## config.mk

```make
export PLATFORM = sky130hd
export DESIGN_NAME = sd_dma_engine
export DESIGN_NICKNAME = d
export VERILOG_FILES = /design/src/rtl/sd_dma_pkg.sv /design/src/rtl/sd_dma_regs.sv /design/src/rtl/sd_dma_xfer.sv /design/src/rtl/sd_dma_engine.sv
export SDC_FILE = /design/constraint.sdc
export NUM_CORES = 2
export LEC_CHECK = 0
export BUFFER_PORTS_ARGS = -buffer_cell sky130_fd_sc_hd__buf_2
export CAP_MARGIN = 20
export CORE_UTILIZATION = 40
export CTS_BUF_LIST = sky130_fd_sc_hd__clkbuf_4
export CTS_CLUSTER_SIZE = 12
export DETAILED_ROUTE_END_ITERATION = 8
export PLACE_DENSITY_LB_ADDON = 0.15
export RECOVER_POWER = 50
export SYNTH_ARGS = -nofsm -noshare
export SYNTH_HDL_FRONTEND = slang
export SYNTH_SLANG_ARGS = --single-unit
```

## constraint.sdc

```tcl
create_clock -name clk -period 16.23 [get_ports clk]
set_clock_uncertainty 0.15 [all_clocks]
set_input_delay 3.246 -clock clk [delete_from_list [all_inputs] [get_ports clk]]
set_output_delay 3.246 -clock clk [all_outputs]
set_load 0.05 [all_outputs]
```

## src/rtl/sd_dma_pkg.sv

```systemverilog
// Shared constants and types for the SD host DMA engine.
// Assumes a 12-bit register byte offset and 32-bit register words.
package sd_dma_pkg;
    localparam int REG_AW = 12;

    localparam logic [REG_AW-1:0] OFS_MODE     = 12'h820;
    localparam logic [REG_AW-1:0] OFS_CTRL     = 12'h828;
    localparam logic [REG_AW-1:0] OFS_RST      = 12'h830;
    localparam logic [REG_AW-1:0] OFS_DONE     = 12'h840;
    localparam logic [REG_AW-1:0] OFS_DONE_MSK = 12'h848;
    localparam logic [REG_AW-1:0] OFS_ERR      = 12'h850;
    localparam logic [REG_AW-1:0] OFS_ERR_MSK  = 12'h858;
    localparam logic [REG_AW-1:0] OFS_ADDR     = 12'h880;

    localparam int MODE_CH_BIT    = 16;
    localparam int MODE_WID_LO    = 4;
    localparam int MODE_INCR_BIT  = 0;
    localparam int RST_CH0_BIT    = 8;
    localparam int RST_CH1_BIT    = 9;
    localparam int DONE_CH0_BIT   = 16;
    localparam int DONE_CH1_BIT   = 20;
    localparam int DONE_CH1_OLD   = 17;
    localparam int ERR_CH0_BIT    = 16;
    localparam int ERR_CH1_BIT    = 17;

    typedef enum logic {
        CH_TO_CARD = 1'b0,
        CH_TO_MEM  = 1'b1
    } dma_ch_e;

    typedef struct packed {
        dma_ch_e    ch;
        logic [1:0] width;
        logic       incr;
    } dma_mode_t;
endpackage

```

## src/rtl/sd_dma_regs.sv

```systemverilog
// Register file and start decision for the SD host DMA engine.
// Holds mode, address, channel resets, status and masks; decides whether a
// start is refused (busy / channel in reset), errored (misaligned), finished
// at once (zero bytes) or launched. Assumes one register write per cycle.
module sd_dma_regs
    import sd_dma_pkg::*;
#(
    parameter int ADDR_W        = 32,
    parameter int ALIGN_LSB     = 7,
    parameter int LEGACY_LAYOUT = 0
) (
    input  logic              clk,
    input  logic              rst_n,
    input  logic              reg_wr,
    input  logic [REG_AW-1:0] reg_addr,
    input  logic [31:0]       reg_wdata,
    output logic [31:0]       reg_rdata,
    input  logic              xfer_busy,
    input  logic              xfer_done,
    input  dma_ch_e           xfer_done_ch,
    input  logic              xfer_empty,
    output logic              start_go,
    output dma_ch_e           start_ch,
    output logic              start_incr,
    output logic [ADDR_W-1:0] start_addr,
    output logic [1:0]        chan_rel,
    output logic              irq,
    output logic [31:0]       done_st,
    output logic [31:0]       err_st
);
    localparam int DONE1_POS = (LEGACY_LAYOUT != 0) ? DONE_CH1_OLD : DONE_CH1_BIT;

    dma_mode_t         mode_q;
    logic [ADDR_W-1:0] addr_q;
    logic [31:0]       done_msk;
    logic [31:0]       err_msk;
    logic [31:0]       done_set;
    logic [31:0]       err_set;
    logic              wr_mode, wr_ctrl, wr_rst, wr_done, wr_dmsk, wr_err, wr_emsk, wr_addr;
    logic              accept, misalign;

    // Decode the write strobe per register.
    always_comb begin
        wr_mode = reg_wr && (reg_addr == OFS_MODE);
        wr_ctrl = reg_wr && (reg_addr == OFS_CTRL);
        wr_rst  = reg_wr && (reg_addr == OFS_RST);
        wr_done = reg_wr && (reg_addr == OFS_DONE);
        wr_dmsk = reg_wr && (reg_addr == OFS_DONE_MSK);
        wr_err  = reg_wr && (reg_addr == OFS_ERR);
        wr_emsk = reg_wr && (reg_addr == OFS_ERR_MSK);
        wr_addr = reg_wr && (reg_addr == OFS_ADDR);
    end

    // Decide the fate of a start request.
    always_comb begin
        accept     = wr_ctrl && reg_wdata[0] && !xfer_busy && chan_rel[mode_q.ch];
        misalign   = |addr_q[ALIGN_LSB-1:0];
        start_go   = accept && !misalign && !xfer_empty;
        start_ch   = mode_q.ch;
        start_incr = mode_q.incr;
        start_addr = addr_q;
    end

    // Build the status set vectors from completions and refused starts.
    always_comb begin
        done_set = '0;
        err_set  = '0;
        if (xfer_done)
            done_set[(xfer_done_ch == CH_TO_MEM) ? DONE1_POS : DONE_CH0_BIT] = 1'b1;
        if (accept && !misalign && xfer_empty)
            done_set[(mode_q.ch == CH_TO_MEM) ? DONE1_POS : DONE_CH0_BIT] = 1'b1;
        if (accept && misalign)
            err_set[(mode_q.ch == CH_TO_MEM) ? ERR_CH1_BIT : ERR_CH0_BIT] = 1'b1;
    end

    // Register state update; status clears by written zeros, sets win.
    always_ff @(posedge clk) begin
        if (!rst_n) begin
            mode_q   <= '{ch: CH_TO_CARD, width: 2'b00, incr: 1'b0};
            addr_q   <= '0;
            chan_rel <= 2'b11;
            done_msk <= '1;
            err_msk  <= '1;
            done_st  <= '0;
            err_st   <= '0;
        end else begin
            if (wr_mode)
                mode_q <= '{ch: dma_ch_e'(reg_wdata[MODE_CH_BIT]),
                            width: reg_wdata[MODE_WID_LO+1:MODE_WID_LO],
                            incr: reg_wdata[MODE_INCR_BIT]};
            if (wr_addr) addr_q   <= reg_wdata[ADDR_W-1:0];
            if (wr_rst)  chan_rel <= {reg_wdata[RST_CH1_BIT], reg_wdata[RST_CH0_BIT]};
            if (wr_dmsk) done_msk <= reg_wdata;
            if (wr_emsk) err_msk  <= reg_wdata;
            done_st <= (wr_done ? (done_st & reg_wdata) : done_st) | done_set;
            err_st  <= (wr_err  ? (err_st  & reg_wdata) : err_st)  | err_set;
        end
    end

    // Interrupt: any unmasked status bit.
    always_comb irq = |(done_st & ~done_msk) || |(err_st & ~err_msk);

    // Read multiplexer.
    always_comb begin
        reg_rdata = '0;
        case (reg_addr)
            OFS_MODE: begin
                reg_rdata[MODE_CH_BIT]                   = mode_q.ch;
                reg_rdata[MODE_WID_LO+1:MODE_WID_LO]     = mode_q.width;
                reg_rdata[MODE_INCR_BIT]                 = mode_q.incr;
            end
            OFS_CTRL:     reg_rdata[0] = xfer_busy;
            OFS_RST: begin
                reg_rdata              = '1;
                reg_rdata[RST_CH0_BIT] = chan_rel[0];
                reg_rdata[RST_CH1_BIT] = chan_rel[1];
            end
            OFS_DONE:     reg_rdata = done_st;
            OFS_DONE_MSK: reg_rdata = done_msk;
            OFS_ERR:      reg_rdata = err_st;
            OFS_ERR_MSK:  reg_rdata = err_msk;
            OFS_ADDR:     reg_rdata[ADDR_W-1:0] = addr_q;
            default:      reg_rdata = '0;
        endcase
    end
endmodule

```

## src/rtl/sd_dma_xfer.sv

```systemverilog
// Beat sequencer for one active transfer of the SD host DMA engine.
// Loads channel, addressing mode, address and beat count on go; issues one
// memory request per beat while the card side can take or give a word;
// stops on the last accepted beat or when the channel's soft reset drops.
// Assumes go is only raised while idle.
module sd_dma_xfer
    import sd_dma_pkg::*;
#(
    parameter int ADDR_W     = 32,
    parameter int CNT_W      = 46,
    parameter int BEAT_BYTES = 8
) (
    input  logic              clk,
    input  logic              rst_n,
    input  logic              go,
    input  dma_ch_e           go_ch,
    input  logic              go_incr,
    input  logic [ADDR_W-1:0] go_addr,
    input  logic [CNT_W-1:0]  go_beats,
    input  logic [1:0]        chan_rel,
    input  logic              mem_rdy,
    input  logic              card_rx_valid,
    input  logic              card_tx_ready,
    output logic              busy,
    output dma_ch_e           cur_ch,
    output logic              cur_incr,
    output logic              mem_req,
    output logic [ADDR_W-1:0] mem_addr,
    output logic              fire,
    output logic              done
);
    localparam logic [ADDR_W-1:0] STEP = ADDR_W'(BEAT_BYTES);

    logic [ADDR_W-1:0] addr_q;
    logic [CNT_W-1:0]  left_q;
    logic              abort, last;

    // Request gating and beat-completion decode.
    always_comb begin
        abort    = busy && !chan_rel[cur_ch];
        mem_req  = busy && !abort &&
                   ((cur_ch == CH_TO_MEM) ? card_rx_valid : card_tx_ready);
        fire     = mem_req && mem_rdy;
        last     = (left_q == CNT_W'(1));
        done     = fire && last;
        mem_addr = addr_q;
    end

    // Transfer state: load, abort, advance per accepted beat.
    always_ff @(posedge clk) begin
        if (!rst_n) begin
            busy     <= 1'b0;
            cur_ch   <= CH_TO_CARD;
            cur_incr <= 1'b0;
            addr_q   <= '0;
            left_q   <= '0;
        end else if (go) begin
            busy     <= 1'b1;
            cur_ch   <= go_ch;
            cur_incr <= go_incr;
            addr_q   <= go_addr;
            left_q   <= go_beats;
        end else if (abort) begin
            busy     <= 1'b0;
        end else if (fire) begin
            left_q   <= left_q - CNT_W'(1);
            if (cur_incr) addr_q <= addr_q + STEP;
            if (last)     busy   <= 1'b0;
        end
    end
endmodule

```

## src/rtl/sd_dma_engine.sv

```systemverilog
// Top of the SD host single-segment DMA engine.
// Derives the beat count from block size and count, joins register file and
// beat sequencer, and steers data between the memory beat bus and the card
// FIFOs according to the active channel. Assumes 64-bit beats.
module sd_dma_engine
    import sd_dma_pkg::*;
#(
    parameter int ADDR_W        = 32,
    parameter int DATA_W        = 64,
    parameter int BSZ_W         = 16,
    parameter int BCNT_W        = 32,
    parameter int ALIGN_LSB     = 7,
    parameter int LEGACY_LAYOUT = 0
) (
    input  logic              clk,
    input  logic              rst_n,
    input  logic              reg_wr,
    input  logic [11:0]       reg_addr,
    input  logic [31:0]       reg_wdata,
    output logic [31:0]       reg_rdata,
    input  logic [BSZ_W-1:0]  blk_size,
    input  logic [BCNT_W-1:0] blk_count,
    output logic              mem_req,
    output logic              mem_we,
    output logic [ADDR_W-1:0] mem_addr,
    output logic [DATA_W-1:0] mem_wdata,
    input  logic [DATA_W-1:0] mem_rdata,
    input  logic              mem_rdy,
    input  logic              card_rx_valid,
    input  logic [DATA_W-1:0] card_rx_data,
    output logic              card_rx_pop,
    output logic              card_tx_valid,
    output logic [DATA_W-1:0] card_tx_data,
    input  logic              card_tx_ready,
    output logic              irq
);
    localparam int BEAT_BYTES = DATA_W / 8;
    localparam int BEAT_SH    = $clog2(BEAT_BYTES);
    localparam int TOT_W      = BSZ_W + BCNT_W;
    localparam int CNT_W      = TOT_W + 1 - BEAT_SH;

    logic [TOT_W-1:0]  tot_bytes;
    logic [TOT_W:0]    tot_round;
    logic [CNT_W-1:0]  beats;
    logic              xfer_empty;
    logic              start_go, start_incr;
    dma_ch_e           start_ch;
    logic [ADDR_W-1:0] start_addr;
    logic [1:0]        chan_rel;
    logic              xfer_busy, xfer_incr, beat_fire, xfer_done;
    dma_ch_e           xfer_ch;
    logic [31:0]       reg_done_st, reg_err_st;

    // Byte total rounded up to whole beats.
    always_comb begin
        tot_bytes  = TOT_W'(blk_size) * TOT_W'(blk_count);
        tot_round  = {1'b0, tot_bytes} + (TOT_W+1)'(BEAT_BYTES - 1);
        beats      = tot_round[TOT_W:BEAT_SH];
        xfer_empty = (beats == '0);
    end

    sd_dma_regs #(
        .ADDR_W(ADDR_W), .ALIGN_LSB(ALIGN_LSB), .LEGACY_LAYOUT(LEGACY_LAYOUT)
    ) u_regs (
        .clk(clk), .rst_n(rst_n),
        .reg_wr(reg_wr), .reg_addr(reg_addr), .reg_wdata(reg_wdata), .reg_rdata(reg_rdata),
        .xfer_busy(xfer_busy), .xfer_done(xfer_done), .xfer_done_ch(xfer_ch),
        .xfer_empty(xfer_empty),
        .start_go(start_go), .start_ch(start_ch), .start_incr(start_incr),
        .start_addr(start_addr), .chan_rel(chan_rel), .irq(irq),
        .done_st(reg_done_st), .err_st(reg_err_st)
    );

    sd_dma_xfer #(
        .ADDR_W(ADDR_W), .CNT_W(CNT_W), .BEAT_BYTES(BEAT_BYTES)
    ) u_xfer (
        .clk(clk), .rst_n(rst_n),
        .go(start_go), .go_ch(start_ch), .go_incr(start_incr), .go_addr(start_addr),
        .go_beats(beats), .chan_rel(chan_rel),
        .mem_rdy(mem_rdy), .card_rx_valid(card_rx_valid), .card_tx_ready(card_tx_ready),
        .busy(xfer_busy), .cur_ch(xfer_ch), .cur_incr(xfer_incr),
        .mem_req(mem_req), .mem_addr(mem_addr), .fire(beat_fire), .done(xfer_done)
    );

    // Data steering between the memory beat bus and the card FIFOs.
    always_comb begin
        mem_we        = xfer_busy && (xfer_ch == CH_TO_MEM);
        mem_wdata     = card_rx_data;
        card_rx_pop   = beat_fire && (xfer_ch == CH_TO_MEM);
        card_tx_valid = beat_fire && (xfer_ch == CH_TO_CARD);
        card_tx_data  = mem_rdata;
    end
endmodule

```

**Word-level counts from Yosys, hierarchy flattened**

Index checks and enable logic that the tools add are counted.

- Flip-flop bits (word level): 247
- Bits of input ports: 226
- Output and inout port bits: 197
- Logic and storage cells: 125

- Add/sub/neg operators: 3
- $mul: 1
- Order comparisons: 8
- Eq/ne operators: 10
- Muxes and demuxes: 36
- Bitwise operators: 10
- Reductions and logical operators: 43

Operators by type and width:

| kind | count |
|---|---|
| $mux 32 | 9 |
| $mux 46 | 3 |
| $and 32x32->32 | 4 |
| $eq 12x12->1 const B | 8 |
| $ge 32x1->1 const B | 3 |
| $lt 32x7->1 const B | 3 |
| $or 32x32->32 | 3 |
| $pmux 15 s6 | 1 |
| $not 32->32 | 2 |
| $reduce_or 32->1 | 2 |
| $pmux 10 s6 | 1 |
| $add 48x3->49 const B | 1 |
| $mul 16x32->48 | 1 |
| $eq 46x1->1 const B | 1 |
| $logic_not 46->1 | 1 |
| $sub 46x1->46 const B | 1 |
| $add 32x4->32 const B | 1 |
| $logic_and 1x1->1 | 26 |
| $pmux 3 s6 | 1 |
| $demux 1 s5 | 3 |
| $pmux 2 s7 | 1 |
| $mux 1 | 13 |
| $pmux 1 s8 | 1 |
| $pmux 1 s7 | 1 |
| 11 further kinds | 20 |

**Depth between registers and ports, before layout**

- Depth in word-level cells: 13
- Depth in mapped cells: 30
- Mapped depth without buffers: 25

**Hierarchy**

A second synthesis with hierarchy kept.

- Cell total of the unflattened synthesis: 3523
- Area, all modules: 29917.4 um^2

Modules (own cells, without submodules):

| module | times used | cells an instance | area each (um^2) | sequential area each (um^2) |
|---|---|---|---|---|
| sd_dma_engine | 1 | 2099 | 17769.5 | 0.0 |
| sd_dma_regs | 1 | 874 | 7699.9 | 3323.2 |
| sd_dma_xfer | 1 | 550 | 4448.0 | 1621.6 |

**Worst setup path after synthesis**

OpenSTA, ideal clock, no wires.

- Path kind: input-to-reg
- Start: input blk_count[9]
- End: register u_xfer.left_q[2]
- Arrival time: 10.526 ns
- Required time: 15.946 ns
- Path slack: 5.420 ns
- Stages on the path: 26
- Path through: clkbuf_1 -> clkbuf_1 -> nand2_1 -> fa_1 -> fa_1 -> fa_1 -> inv_1 -> fa_1 -> inv_1 -> fa_1 -> fa_1 -> inv_1 -> ha_1 -> a21oi_1 -> o21ai_0 -> o21a_1 -> or3_1 -> a221o_1 -> or4_1 -> or4_4 -> or4_1 -> buf_2 -> nand2_1 -> buf_4 -> buf_2 -> a211oi_1

- Longest elaborated chain between the ends: 7
- Elaborated cells between the ends (all ways): 9
- Those cells by class: add/sub (1); mul (1); eq/ne (1); mux (1); reduce/logical (5)

Ends and longest elaborated chain:

| what | RTL line | text |
|---|---|---|
| from (decl) | sd_dma_engine.sv:22 | `input logic [BCNT_W-1:0] blk_count,` |
| $mul 16x32->48 (*) | sd_dma_engine.sv:56 | `tot_bytes = TOT_W'(blk_size) * TOT_W'(blk_count);` |
| $add 48x3->49 (*) | sd_dma_engine.sv:57 | `tot_round = {1'b0, tot_bytes} + (TOT_W+1)'(BEAT_BYTES - 1);` |
| $logic_not 46->1 (*) | sd_dma_engine.sv:59 | `xfer_empty = (beats == '0);` |
| $logic_not 1->1 (*) | sd_dma_regs.sv:58 | `start_go = accept && !misalign && !xfer_empty;` |
| $logic_and 1x1->1 (*) | sd_dma_regs.sv:58 |  |
| $ne 2x2->1 (no line) / $reduce_bool 2->1 (equally long branches) | -- |  |
| $reduce_and 2->1 (no line) | -- |  |
| to (signal assigned) | sd_dma_xfer.sv:62 | `left_q <= go_beats;` |
| to (signal assigned) | sd_dma_xfer.sv:66 | `left_q <= left_q - CNT_W'(1);` |
| to (decl) | sd_dma_xfer.sv:35 | `logic [CNT_W-1:0] left_q;` |

Every way passes the cells marked *; elsewhere a longest branch is shown, timed or not.
A chain may end at the register's enable or synchronous reset.

**Final worst setup path**

- Start: input blk_size[10]
- End: register u_xfer.left_q[5]

- Longest elaborated chain between the ends: 7
- Elaborated cells between the ends (all ways): 9
- Those cells by class: add/sub (1); mul (1); eq/ne (1); mux (1); reduce/logical (5)

Ends and longest elaborated chain:

| what | RTL line | text |
|---|---|---|
| from (decl) | sd_dma_engine.sv:21 | `input logic [BSZ_W-1:0] blk_size,` |
| $mul 16x32->48 (*) | sd_dma_engine.sv:56 |  |
| $add 48x3->49 (*) | sd_dma_engine.sv:57 |  |
| $logic_not 46->1 (*) | sd_dma_engine.sv:59 |  |
| $logic_not 1->1 (*) | sd_dma_regs.sv:58 |  |
| $logic_and 1x1->1 (*) | sd_dma_regs.sv:58 |  |
| $ne 2x2->1 (no line) / $reduce_bool 2->1 (equally long branches) | -- |  |
| $reduce_and 2->1 (no line) | -- |  |

Marked as above.

==> impl_metrics.tcl <==
set metrics [dict create \
    status "finished, violations left" \
    violations "max-capacitance violations, max-slew violations" \
    final.period_utilization_pct 72.0 \
    die_area_mm2 0.0729 \
    first_global_vias 25800 \
    critPathMostFrequentCell "fa_1" \
    wl_per_cell_um 21.0 \
    grt_pass1_wl_mm 146 \
    ios 423 \
    ys_warn_count 0 \
    dp_hpwl_mm 67.1 \
    synthArstFlopShare_pct 0 \
    fillCellCount 7055 \
    path_depth 23 \
    min_period_ps 11680 \
    path_cells "buf_2, nand2_1, fa_1, fa_1, fa_1, fa_1, fa_1, fa_1, inv_1, ha_1, nand3_1, a2111oi_0, o211ai_1, nand4_1, a31oi_1, xnor2_1, or4_1, or4_4, or4_1, buf_4, nand2_1, buf_4, a211oi_1" \
    rows 97 \
    syn_area_per_cell_um2 8.39 \
    report.final.slew_viol_count 304 \
    antenna_found_initial 5 \
    die_w_um 270 \
    insertion_delay_ps 780 \
    placed_cells_incl_taps 4212 \
    tns_ps 0 \
    firstDrtPassIters 6 \
    coreArea_mm2 0.0705 \
    crit_buf_inv 4 \
    final_common_cell "nand2_1" \
    cts.path.max_buffers 3 \
    slowest_delay_ps 590 \
    worstPathArrival_ps 12110 \
    rsz0062_at_grt "no" \
    end_kind "register" \
    clockRootBuffer "clkbuf_4" \
    min_path_type "reg -> reg" \
    hold_path_depth 2 \
    die_h_um 270 \
    port_buffers 166 \
    cts_hold_buf 0 \
    via_per_inst 5.65 \
    ys_types 80 \
    cts_buffers 61 \
    nets 4107 \
    syn_nets 4195 \
    timing.max_cap.violations 9 \
    postSynthCellCount 3423 \
    criticalPathCategory "in -> reg" \
    area_growth_syn_to_layout_pct 3.73 \
    drive_gt1_share_pct 7.65 \
    post-cts-setup-buffers 0 \
    antenna_left 0 \
    clk_pin_slew_ps 80 \
    final_cells 4315 \
    slowest_stage "buf_2" \
    start_util_pct 40.7 \
    clock-sinks 247 \
    ys_ff_latch 247 \
    drc 0 \
    gp_congestion 0.896 \
    fmax_ghz 0.0856 \
    synth_top_flop_cell "dfxtp_1" \
    cts_tree "done" \
    drt_iter0_drc 2312 \
    reg2regPathDepth 10 \
    maxSlewHeadroom_pct -53.9 \
    gr-usage-all-layers_pct 24.9 \
    critPathLaunchType "input pin" \
    r2r_slack_ps 12250 \
    syn-cell-area_mm2 0.0287 \
    wl_mm 90.6 \
    hold_viol 0 \
    mostFrequentLayoutCells "nand2_1 (579), fa_1 (421), inv_1 (374), dfxtp_1 (247), and2_1 (227)" \
    routed-via-count 24400 \
    synth_edf_count 0 \
    setup_viol 0 \
    critPathRequiredTime_ps 16660 \
    grt_max_degree 87 \
    post_cts_resized 0 \
    htree_num_levels 2 \
    final_util_pct 42.2 \
    worst-path-max-fanout 32 \
    cp_top_family "adder cells" \
    ys_seq_area_share_pct 17.2 \
    worst_pin_slew_ps 2310 \
    grt.overflow.total 0 \
]
==> final cells by class <==
| type | instances | area [um2] | area share, % |
|---|---|---|---|
| multi-input combinational | 2466 | 20600 | 69.3 |
| sequential | 247 | 4940 | 16.6 |
| inverter | 375 | 1410 | 4.73 |
| tap | 940 | 1180 | 3.95 |
| timing repair buffer | 184 | 916 | 3.07 |
| clock buffer | 81 | 608 | 2.04 |
| clock inverter | 18 | 82.6 | 0.277 |
| antenna | 4 | 10.0 | 0.0336 |
==> registers in the layout (all words and copies together) (netlist names), 2 cells and up <==
| register | flops |
|---|---|
| u_xfer.left_q | 46 |
| u_regs.err_st | 32 |
| u_regs.done_msk | 32 |
| u_xfer.mem_addr | 32 |
| u_regs.err_msk | 32 |
| u_regs.done_st | 32 |
| u_regs.mode_q | 2 |
| u_regs.chan_rel | 2 |
| u_regs.start_addr | 32 |
==> synth_stat cells, drive strengths merged (21+ instances only) <==
cell	count	area, um2
nor4	26	169
o211ai	34	255
dfxtp	247	4940
nand3	131	656
nand2	579	2170
o21a	23	173
a211oi	44	330
o21ai	54	274
ha	125	1560
a21oi	147	762
buf	149	1080
fa	421	8430
nor2	124	465
xnor2	50	438
o22ai	31	194
o211a	21	210
nor3	110	551
nand4	33	206
inv	375	1410
a222oi	25	250
clkbuf	186	698
xor2	39	342
and2	230	1440
a22oi	44	330
==> cells by family (layout without fill, tap and decap cells) <==
kind of cell	count (synthesis)	count (layout)	synth area share (%)
and+or+nand+nor	1306	1306	21.5
buffers and inverters	710	658	11.1
adders and majority gates	546	546	34.8
AOI/OAI and AO/OA	521	521	12.5
DFF	247	247	17.2
xor gates and xnor gates	89	89	2.71
muxes	4	4	0.144
other	0	4	0
==> worst reg2reg max path: stages, from the launching register on <==
cell and delay (ps):
dfxtp_1 350, or4_1 590, nor3_1 390, nand3b_1 230, or4_1 670, or3_1 380, or2_2 330, nor2_1 320
a21oi_1 120, a221oi_1 210, a21oi_1 100
==> routing by layer <==
layer | wire [um] | global-route usage (%) | vias up
li1 | - | - | 11000
met1 | 39600 | 33.6 | 12300
met2 | 42700 | 41.3 | 936
met3 | 6250 | 3.92 | 157
met4 | 1990 | 6.62 | 4
met5 | 27 | 0 | -
==> stage by stage <==
step | hold WS, ps | setup WS (ps) | instance area, um2
after floorplan | 286 | 5420 | 28700
after global placement | 297 | 3990 | 29100
after detailed placement | 301 | 3930 | 29200
after CTS | 312 | 4710 | 29900
after global routing | 328 | 4310 | 29800
final | 310 | 4550 | 29800
==> final timing paths <==
path | start | to
setup / recovery | blk_size[10] | u_xfer.left_q[5]
hold / removal | u_regs.mode_q[2] | u_regs.mode_q[2]
setup reg to reg | u_xfer.left_q[2] | u_xfer.left_q[45]
hold reg to reg | u_regs.mode_q[2] | u_regs.mode_q[2]
Power is not shown: default switching activity piles up to over one toggle a cycle in this logic, so the estimate is an artifact.
